===== src/rtl/rand_addr_permuter.sv =====
module rand_addr_permuter #(
  parameter int AW = 4,
  parameter int DW = 8
) (
  input  logic          clk,
  input  logic          rst_n,
  input  logic          start,
  input  logic          op_load,
  input  logic          half_sel,
  input  logic [AW-1:0] seed,
  input  logic [AW-1:0] blk_len,
  output logic          busy,
  output logic          done,
  output logic          seed_err,
  output logic [AW-1:0] pbuf_addr,
  input  logic [DW-1:0] pbuf_rdata,
  output logic          pbuf_we,
  output logic [DW-1:0] pbuf_wdata,
  output logic [AW:0]   mem_addr,
  input  logic [DW-1:0] mem_rdata,
  output logic          mem_we,
  output logic [DW-1:0] mem_wdata
);

  function automatic logic [11:0] tap_mask(input int w);
    case (w)
      3:       return 12'h006;
      4:       return 12'h00C;
      5:       return 12'h014;
      6:       return 12'h030;
      7:       return 12'h060;
      8:       return 12'h0B8;
      9:       return 12'h110;
      10:      return 12'h240;
      11:      return 12'h500;
      default: return 12'hE08;
    endcase
  endfunction

  localparam logic [11:0]   MASK_W = tap_mask(AW);
  localparam logic [AW-1:0] TAPS   = MASK_W[AW-1:0];
  localparam logic [AW-1:0] ONE    = AW'(1);

  logic          busy_q, done_q, err_q, load_q, half_q;
  logic [AW-1:0] lfsr_q, idx_q, last_q;
  logic [AW-1:0] lfsr_nxt;

  assign lfsr_nxt = lfsr_q[0] ? ((lfsr_q >> 1) ^ TAPS) : (lfsr_q >> 1);

  assign busy       = busy_q;
  assign done       = done_q;
  assign seed_err   = err_q;
  assign mem_addr   = {half_q, lfsr_q - ONE};
  assign mem_we     = busy_q & ~load_q;
  assign mem_wdata  = pbuf_rdata;
  assign pbuf_addr  = idx_q;
  assign pbuf_we    = busy_q & load_q;
  assign pbuf_wdata = mem_rdata;

  always_ff @(posedge clk or negedge rst_n) begin
    if (!rst_n) begin
      busy_q <= 1'b0;
      done_q <= 1'b0;
      err_q  <= 1'b0;
      load_q <= 1'b0;
      half_q <= 1'b0;
      lfsr_q <= ONE;
      idx_q  <= '0;
      last_q <= '0;
    end else begin
      done_q <= 1'b0;
      if (busy_q) begin
        lfsr_q <= lfsr_nxt;
        idx_q  <= idx_q + ONE;
        if (idx_q == last_q) begin
          busy_q <= 1'b0;
          done_q <= 1'b1;
        end
      end else if (start) begin
        if (seed == '0) begin
          err_q <= 1'b1;
        end else begin
          err_q  <= 1'b0;
          load_q <= op_load;
          half_q <= half_sel;
          lfsr_q <= seed;
          idx_q  <= '0;
          last_q <= blk_len - ONE;
          if (blk_len == '0) done_q <= 1'b1;
          else               busy_q <= 1'b1;
        end
      end
    end
  end

endmodule


===== config.mk =====
export PLATFORM = sky130hd
export DESIGN_NAME = rand_addr_permuter
export DESIGN_NICKNAME = d
export VERILOG_FILES = /design/src/rtl/rand_addr_permuter.sv
export SDC_FILE = /design/constraint.sdc
export NUM_CORES = 1
export LEC_CHECK = 0
export CAP_MARGIN = 20
export CELL_PAD_IN_SITES_DETAIL_PLACEMENT = 1
export CELL_PAD_IN_SITES_GLOBAL_PLACEMENT = 2
export CORE_MARGIN = 2
export CORE_UTILIZATION = 25
export DETAILED_ROUTE_END_ITERATION = 7
export DONT_BUFFER_PORTS = 1
export GPL_TIMING_DRIVEN = 0
export PLACE_DENSITY = 0.58
export SYNTH_ARGS = -nofsm -noshare
export SYNTH_HDL_FRONTEND = slang
export SYNTH_SLANG_ARGS = --single-unit
export TNS_END_PERCENT = 50

===== constraint.sdc =====
create_clock -name clk -period 2.51 [get_ports clk]
set_input_delay 0.1255 -clock clk [delete_from_list [all_inputs] [get_ports clk]]
set_output_delay 0.1255 -clock clk [all_outputs]
set_load 0.02 [all_outputs]

==> key figures, run 1 <==
Outcome
  • Status: complete, no violations

Global route
  • Number of global-route vias before repair: 747
  • GRT Total Usage: 10.4%
  • Congestion Overflow GR: 0
  • First-pass GRT wire length: 3570 um
  • Initial antenna violation count: 0
  • Pin count of the biggest net entering global routing: 18

Placement
  • Area after DPL: approximately 1100 um^2
  • Routability Congestion: 0.690
  • Hpwl dp: between 1500 and 2000 um
  • Buffers added on ports: 0
  • DP Cell Count: 148
  • Dpl ws: 918 ps

Synthesis
  • Top cell type's share of synthesized area: 39.4%
  • Ranking of synthesized cells by area: dfrtp_1 39%, buf_4 13%, mux2_4 7.4%
  • Distinct cells, synth: 25
  • Synthesized instance count: 98
  • Flops & latches, synth: 17
  • Synth warn: 0
  • Synth Net Count: 130
  • Syn Area/Cell: about 10 um^2
  • Sequential share of the synthesized area: 41.9%
  • Netlist Area Pre-Place: 1020 um^2
  • Largest area contributor in the netlist: dfrtp_1

Cells and area
  • Area of the multi-input gates: 418 um^2
  • Layout fillers: 459
  • Finished Cell Area: roughly 1100 um^2
  • Area Growth Syn to Fin: 12.5%
  • Final std cells w/o fill: 154
  • Share of layout cells above drive strength 1: 27.9%
  • Ant diodes: 0
  • Register area: 427 um^2
  • Final nets: around 140

Timing
  • Max-slew violations: 0
  • Unrepaired setup endpoints after global routing: no
  • Hold Fails Final Rpt: 0
  • Setup TNS: 0 ps
  • PnR worst setup slack: just over 800 ps
  • Rel. slew slack: 41.6%
  • Fin crit share: ~67%
  • Final setup fails: 0
  • Max Clk Rate: slightly below 600 MHz
  • Min Tclk post-route: roughly 1700 ps
  • Measured slew at the worst slew-check pin: 867 ps
  • Worst Clk Skew: 4.78 ps

Detailed routing
  • Wirelength per Cell: 14.7 um
  • Vias per cell: 4.66
  • DRC: 0
  • Final wirelength: between 2000 and 2500 um
  • Antenna viol nets, final: 0
  • Vias: between 700 and 800
  • Drt first pass iters: 2
  • Initial DRC count: 3

Critical path
  • Critical path class: flop to primary output
  • Worst endpoint required time: approximately 2400 ps
  • Reg2Reg Depth: 4
  • Startpoint Class: flop
  • Arr. time, crit path: ~1600 ps
  • Worst setup EP type: primary output
  • R2R Path Start: busy$_DFF_PN0_
  • RR Endpoint: last_q[0]$_DFFE_PN0P_
  • Worst-path fanout max: 4
  • R2R setup slack: 930 ps

Pwr
  • Static leakage: 0.529 nW
  • PwrDens: 1260 nW/um^2
  • Peak supply drop: 0.000420 V

Clocking
  • CTS H-tree depth: 1
  • CTS Buf Count: 3
  • Clk buf depth: 2
  • Worst skew pair latency: 250 ps
  • Clock Tree Root: clkbuf_8
  • CTS tree: yes
  • Post-cts resize count: 0
  • Clk slew on worst S/H paths: 70 ps
  • Clock sink total: 17

Hold path
  • Hold Path Depth: 1
  • Hold path start: op_load
  • Worst hold path type: primary input to flop
  • Hold Path Sink: load_q$_DFFE_PN0P_

Die
  • Die ar.: 4590 um^2
  • Initial core utilization: 25.6%
  • Core ar.: 3970 um^2
  • Die width: between 60 and 70 um
  • Site Rows: 23
  • Die Y: 67.8 um
  • Num ports: 59

Job
  • Max-Cap Viols: 0
[cell families after synthesis]
| group | count (synthesis) | synth area share, % |
|---|---|---|
| compound gates | 16 | 11.1 |
| xor+xnor | 11 | 9.47 |
| fa+ha+maj | 3 | 3.69 |
| buf+inv | 27 | 17.0 |
| flops | 17 | 41.9 |
| mux | 6 | 8.36 |
| simple gates | 18 | 8.49 |
[per-stage QoR]
step	hold WS [ps]	total power, W	utilization, %
finish	15.5	0.00144	28.8
global route	4.79	0.00157	28.8
CTS	7.42	0.00148	28.6
detailed placement	-169	0.00125	27.2
global placement	-169	0.00123	27.2
floorplan	-170	0.00113	-
[worst max-delay path, cell delays in order (launching register included)]
cell     delay [ps]
dfstp_2         560
inv_1           140
ha_1            230
xor2_1          380
[report_power, final]
| part | switching, W | internal (W) |
|---|---|---|
| Combinational | 0.000335 | 0.000269 |
| Sequential | 0.000214 | 0.000417 |
| Clock | 0.0000939 | 0.000113 |
[layout make-up]
type | count | share of cell area, %
Buffer | 19 | 12.5
Clock buffer | 4 | 3.93
Inverter | 8 | 2.62
Multi-Input combinational cell | 54 | 36.5
Sequential cell | 17 | 37.3
Tap cell | 50 | 5.46
Timing Repair Buffer | 2 | 1.75
[timing repair]
| action | 4_1_cts | 5_1_grt |
|---|---|---|
| buffers inserted | 0 | 0 |
| hold buffers | 1 | 1 |
| hold endpoints to repair | 17 | 1 |
| setup endpoints to repair | 0 | 0 |
[cells in the final DEF, fill, tap and decap left out]
cell type and n:
clkbuf_1 2, o41ai_2 1, buf_6 1, and3_1 1
nand4_1 1, xor2_1 6, a21oi_1 5, ha_1 3
dlygate4sd3_1 2, mux2i_1 1, nand3_1 4, o21ai_0 4
buf_4 17, mux2_4 5, and2_1 1, dfrtp_1 16
dfstp_2 1, a221oi_1 4, a22o_2 1, inv_1 8
xnor2_1 5, nor2_1 3, or4_1 1, clkbuf_8 3
nand2_1 5, o22ai_1 1, nor3_1 2
[routing by layer]
layer | wire length, um | track usage, %
met5 | 0 | 0
met4 | 25 | 3.00
met3 | 193 | 2.33
met2 | 1120 | 17.8
met1 | 930 | 13.2
[flip-flops by register name, summed over array words and instances (netlist names)]
register   flops
lfsr_q         4
half_q         1
last_q         4
done           1
load_q         1
pbuf_addr      4
seed_err       1
busy           1
[worst max-delay path by stage]
stage                                      from  depth (start not counted)  slack [ps]                     to
final                     lfsr_q[0]$_DFFE_PN1P_                          3         830            mem_addr[2]
after global routing             busy$_DFF_PN0_                          2         700                pbuf_we
after CTS                        busy$_DFF_PN0_                          2         790                pbuf_we
after detailed placement         busy$_DFF_PN0_                          4         920  last_q[0]$_DFFE_PN0P_
after global placement           busy$_DFF_PN0_                          4         940  last_q[3]$_DFFE_PN0P_
after floorplan                  busy$_DFF_PN0_                          4        1110     half_q$_DFFE_PN0P_
[synthesized netlist by cell type]
cell,instances
inv_1,8
and2_1,1
nand3_1,4
a22o_2,1
buf_6,1
and3_1,1
ha_1,3
a221oi_1,4
nor3_1,2
nor2_1,3
or4_1,1
dfrtp_1,16
mux2i_1,1
dfstp_2,1
clkbuf_1,1
xor2_1,6
o41ai_2,1
nand4_1,1
o22ai_1,1
o21ai_0,4
mux2_4,5
nand2_1,5
xnor2_1,5
a21oi_1,5
buf_4,17
No activity file was read; power rests on OpenSTA's default activity.
==> run 2, diff against run 1 <==
- PLACE_DENSITY: 0.58 -> 0.6
- clock period: 2.51 -> 1.5 ns (I/O delays scaled with it)
==> run 2 against run 1 <==
  * Final area grew 3.5%
  * Combinational power is 75% higher
  * Register-to-register slack worse by 850 ps
  * Non-clock buffer count increased by 3
  * Sequential cell count unchanged
  * Critical path depth increased by 1
  * Clock power rose by 59%
  * Sequential share of layout area shrank 1.2 points
  * Die area is the same
  * Clock-buffer cell count unchanged
  * Final cell count grew 1.9%
  * Critical path type is now flop to flop
  * Largest power group unchanged
==> key figures, run 2 (synthesis gave the netlist of run 1 again) <==
Cells and area
  • Ant diodes: 0
  • Finished Cell Area: 1180 um^2
  • Final nets: 140
  • Share of layout cells above drive strength 1: between 30% and 40%
  • Register area: 428 um^2
  • Commonest cells after routing, fill and taps aside: 18 x buf_4, 15 x dfrtp_1, 6 x inv_1
  • Layout fillers: between 400 and 500
  • Leading cell type in the layout, fill and taps excluded: buf_4
  • Area Growth Syn to Fin: 16.5%
  • Area of the multi-input gates: 428 um^2

Pwr
  • Peak supply drop: about 0.00073 V
  • PwrDens: 2080 nW/um^2
  • Seq pwr share: 43.4%
  • Sw frac: approximately 44%
  • Clk pwr share: 13.4%
  • Logic pwr share: 43.2%
  • Cell Int Power: 0.00137 W
  • Static leakage: around 0.54 nW
  • Net switching power: 0.00109 W

Critical path
  • Reg2Reg Depth: 4
  • Startpoint Class: flop
  • Worst-path fanout max: 9
  • Arr. time, crit path: 1550 ps
  • Worst endpoint required time: between 1500 and 2000 ps
  • R2R setup slack: 80 ps
  • Worst setup EP type: flop
  • RR Endpoint: last_q[0]$_DFFE_PN0P_
  • R2R Path Start: busy$_DFF_PN0_
  • Critical path class: flop to flop

Die
  • Num ports: 59
  • Core ar.: between 3000 and 4000 um^2
  • Site Rows: 23
  • Die ar.: 4590 um^2
  • Initial core utilization: 25.6%
  • Die width: 67.8 um
  • Die Y: about 68 um

Detailed routing
  • Wirelength per Cell: 13.9 um
  • Antenna viol nets, final: 0
  • Vias per cell: about 4.6
  • Final wirelength: 2190 um
  • Drt first pass iters: 4
  • Vias: 721
  • Initial DRC count: 8
  • DRC: 0

Global route
  • GRT Total Usage: 10.4%
  • Congestion Overflow GR: 0
  • First-pass GRT wire length: 3530 um
  • Number of global-route vias before repair: 732
  • Pin count of the biggest net entering global routing: 18
  • Initial antenna violation count: 0

Timing
  • Max-slew violations: 0
  • Unrepaired setup endpoints after global routing: no
  • Final setup fails: 0
  • Min Tclk post-route: 1420 ps
  • Setup TNS: 0 ps
  • Worst Clk Skew: 1.79 ps
  • Fin crit share: between 90% and 100%
  • Measured slew at the worst slew-check pin: 856 ps
  • Rel. slew slack: 42.3%
  • Hold Fails Final Rpt: 0
  • Max Clk Rate: 705 MHz
  • WHS: 48.3 ps
  • PnR worst setup slack: 81.0 ps

Clocking
  • CTS H-tree depth: 1
  • CTS tree: yes
  • Clock Tree Root: clkbuf_8
  • Clk buf depth: 2
  • Worst skew pair latency: 250 ps
  • Clk slew on worst S/H paths: roughly 60 ps
  • Clock sink total: 17
  • CTS Buf Count: 3

Placement
  • Routability Congestion: 0.692
  • Dpl ws: -85.4 ps
  • Hpwl dp: 1730 um
  • Area after DPL: 1080 um^2
  • Buffers added on ports: 0

Hold path
  • Hold Path Sink: lfsr_q[3]$_DFFE_PN0P_
  • Worst hold path type: primary input to flop
  • Hold Path Depth: 2
  • Hold path start: start

Job
  • Max-Cap Viols: 0

Outcome
  • Status: complete, no violations
## run 2: worst max-delay path: stages (launching register included)
cell and delay (ps):
dfrtp_2 490, inv_2 160, and3_1 190, buf_6 150
mux2_4 300
## run 2: how the worst max path moves through the flow
stage               cells after the start  slack [ps]                     to             startpoint
floorplan                               4         100     half_q$_DFFE_PN0P_         busy$_DFF_PN0_
global placement                        4         -70  last_q[0]$_DFFE_PN0P_         busy$_DFF_PN0_
detailed placement                      4         -90  last_q[0]$_DFFE_PN0P_         busy$_DFF_PN0_
CTS                                     3          30            mem_addr[2]  lfsr_q[0]$_DFFE_PN1P_
global route                            3          20            mem_addr[2]  lfsr_q[0]$_DFFE_PN1P_
finish                                  4          80  last_q[0]$_DFFE_PN0P_         busy$_DFF_PN0_
## run 2: routing by layer
| metal | vias to the layer above | routed length [um] | GRT usage [%] |
|---|---|---|---|
| li1 | 336 | - | - |
| met1 | 351 | 867 | 12.1 |
| met2 | 32 | 1140 | 17.8 |
| met3 | 2 | 172 | 4.33 |
| met4 | 0 | 8 | 2.25 |
| met5 | - | 0 | 0 |
## run 2: layout make-up
cell class,count,area share (%)
Buffer,19,12.1
Tap cell,50,5.28
Sequential cell,17,36.1
Multi-Input combinational cell,54,36.1
Timing Repair Buffer,5,4.01
Inverter,8,2.53
Clock buffer,4,3.80
## run 2: metrics by stage
step	utilization, %	total power (W)	instances
after floorplan	-	0.00188	98
after global placement	27.2	0.00206	148
after detailed placement	27.2	0.00210	148
after CTS	29.6	0.00250	156
after global routing	29.8	0.00268	157
final	29.8	0.00246	157
## run 2: power by group through the flow
stage | Sequential [W] | Clock, W | Combinational [W]
after CTS | 0.00108 | 0.000356 | 0.00106
after global placement | 0.00107 | 0 | 0.000989
after floorplan | 0.000996 | 0 | 0.000887
after global routing | 0.00111 | 0.000380 | 0.00119
after detailed placement | 0.00108 | 0 | 0.00102
final | 0.00107 | 0.000330 | 0.00106
## run 2: timing repair
item,CTS,global route
buffers inserted,0,1
endpoints found under the hold margin,20,0
setup endpoints to repair,9,1
hold buffers,4,0
resized for setup,5,1
==> run 3, diff against run 2 <==
- PLACE_DENSITY: 0.6 -> not set
- PLACE_DENSITY_LB_ADDON: not set -> 0.1
==> run 3 against run 2 <==
  * Sequential cell count stayed put
  * Sequential power about the same
  * Clock skew rose by 6.3 ps
  * Final cell count shrank 0.64%
  * Global-route usage shrank 0.42 points
  * Fmax shrank 1.6%
  * Core utilization fell by 0.22 points
  * Hold slack got worse by 39 ps
  * Clock-buffer cell count decreased by 1
  * Largest cell class unchanged
  * Highest routed layer unchanged
==> key figures, run 3 (synthesis gave the netlist of run 1 again) <==
Clocking
  • Clk slew on worst S/H paths: 70 ps
  • CTS H-tree depth: 1
  • CTS tree: yes
  • Clock Tree Root: clkbuf_8
  • Worst skew pair latency: 250 ps
  • CTS Buf Count: 3
  • Clock sink total: 17
  • Clk buf depth: 2

Pwr
  • Clk pwr share: 13.8%
  • PwrDens: 2090 nW/um^2
  • Cell Int Power: 0.00137 W
  • Peak supply drop: 0.00101 V
  • Final Power: approximately 0.0025 W
  • Logic pwr share: 42.6%
  • Static leakage: roughly 0.54 nW
  • Sw frac: between 40 and 50%
  • Seq pwr share: between 40 and 50%
  • Net switching power: 0.00109 W

Timing
  • Unrepaired setup endpoints after global routing: no
  • Final setup fails: 0
  • Worst Clk Skew: ~8.1 ps
  • Rel. slew slack: a little under 40%
  • Measured slew at the worst slew-check pin: ~910 ps
  • Max-slew violations: 0
  • Min Tclk post-route: 1440 ps
  • Setup TNS: 0 ps
  • Fin crit share: just under 100%
  • PnR worst setup slack: 57.7 ps
  • Max Clk Rate: 693 MHz
  • Hold Fails Final Rpt: 0
  • WHS: a little over 9 ps

Die
  • Num ports: 59
  • Core ar.: between 3000 and 4000 um^2
  • Die width: around 68 um
  • Die ar.: 4590 um^2
  • Die Y: ~68 um
  • Initial core utilization: 25.6%
  • Site Rows: 23

Cells and area
  • Commonest cells after routing, fill and taps aside: 18 x buf_4, 15 x dfrtp_1, 6 x inv_1
  • Area Growth Syn to Fin: 15.6%
  • Share of layout cells above drive strength 1: 34.0%
  • Final nets: 139
  • Ant diodes: 0
  • Utilization after layout: 29.6%
  • Leading cell type in the layout, fill and taps excluded: buf_4

Placement
  • Hpwl dp: 1710 um
  • Buffers added on ports: 0
  • Routability Congestion: 0.762
  • Dpl ws: -128 ps

Hold path
  • Worst hold path type: primary input to flop

Detailed routing
  • Vias: 720
  • Final wirelength: 2240 um
  • Wirelength per Cell: 14.4 um
  • DRC: 0
  • Drt first pass iters: 3
  • Antenna viol nets, final: 0
  • Initial DRC count: 32
  • Vias per cell: 4.62

Critical path
  • Arr. time, crit path: around 1400 ps
  • Worst setup EP type: primary output
  • Startpoint Class: flop
  • Worst endpoint required time: 1420 ps
  • Crit-path max cell delay: 560 ps
  • Worst-path fanout max: 3
  • Critical path class: flop to primary output
  • CP cell instances: inv_2 > ha_1 > xor2_2
  • Critical-path top delay cell: dfstp_2

Global route
  • Number of global-route vias before repair: 695
  • GRT Total Usage: 9.95%
  • Congestion Overflow GR: 0
  • Pin count of the biggest net entering global routing: 18
  • Initial antenna violation count: 0
  • First-pass GRT wire length: 3290 um

Job
  • Max-Cap Viols: 0

Outcome
  • Status: complete, no violations
-- run 3: timing repair --
action	CTS	global route
endpoints found under the setup margin	10	7
cloned	0	0
resized for setup	5	1
buffers inserted	0	1
pin swaps	0	1
hold buffers	3	0
endpoints found under the hold margin	19	0
-- run 3: worst max-delay path: cells and delay by family, from the launching register on --
kind / cells / cell delay (ps)
XOR/XNOR: 1 / 260
adder cells (fa/ha/maj): 1 / 210
buffers and inverters: 1 / 80
flip-flops: 1 / 560
-- run 3: power groups by stage --
stage                     sequential (W)  clock [W]  combinational (W)
after floorplan                 0.000996          0           0.000887
after global placement           0.00108          0           0.000988
after detailed placement         0.00108          0            0.00101
after CTS                        0.00108   0.000362            0.00105
after global routing             0.00112   0.000385            0.00117
final                            0.00107   0.000340            0.00105
-- run 3: area by class of cell --
type / instances / area (um^2)
Inverter: 8 / 32.5
Tap cell: 50 / 62.6
Buffer: 19 / 144
Sequential cell: 17 / 428
Fill cell: 459 / 2800
Clock inverter: 1 / 5.00
Clock buffer: 3 / 41.3
Timing Repair Buffer: 4 / 37.5
Multi-Input combinational cell: 54 / 425
-- run 3: through the flow --
stage                     std cells  instance area (um^2)
final                           156                  1180
after global routing            156                  1180
after CTS                       155                  1170
after detailed placement        148                  1080
after global placement          148                  1080
after floorplan                  98                  1020
-- run 3: per-layer routing --
layer  global-route usage (%)  vias to the layer above  share of wire [%]
li1                         -                      330                  -
met1                     12.1                      348                 41
met2                     15.9                       40                 47
met3                     4.83                        2                 11
met4                     2.25                        0               0.80
met5                        0                        -                  0
-- run 3: path summary, 6_finish.rpt --
kind / start / to / slack (ps) / cells past startpoint
max: lfsr_q[0]$_DFFE_PN1P_ / mem_addr[2] / 60 / 3
min: start / seed_err$_DFFE_PN0P_ / 9 / 2
max reg2reg: busy$_DFF_PN0_ / last_q[3]$_DFFE_PN0P_ / 110 / 4
min reg2reg: half_q$_DFFE_PN0P_ / half_q$_DFFE_PN0P_ / 520 / 1
max in group asynchronous: rst_n / busy$_DFF_PN0_ / 600 / 1
min in group asynchronous: rst_n / lfsr_q[3]$_DFFE_PN0P_ / 350 / 1
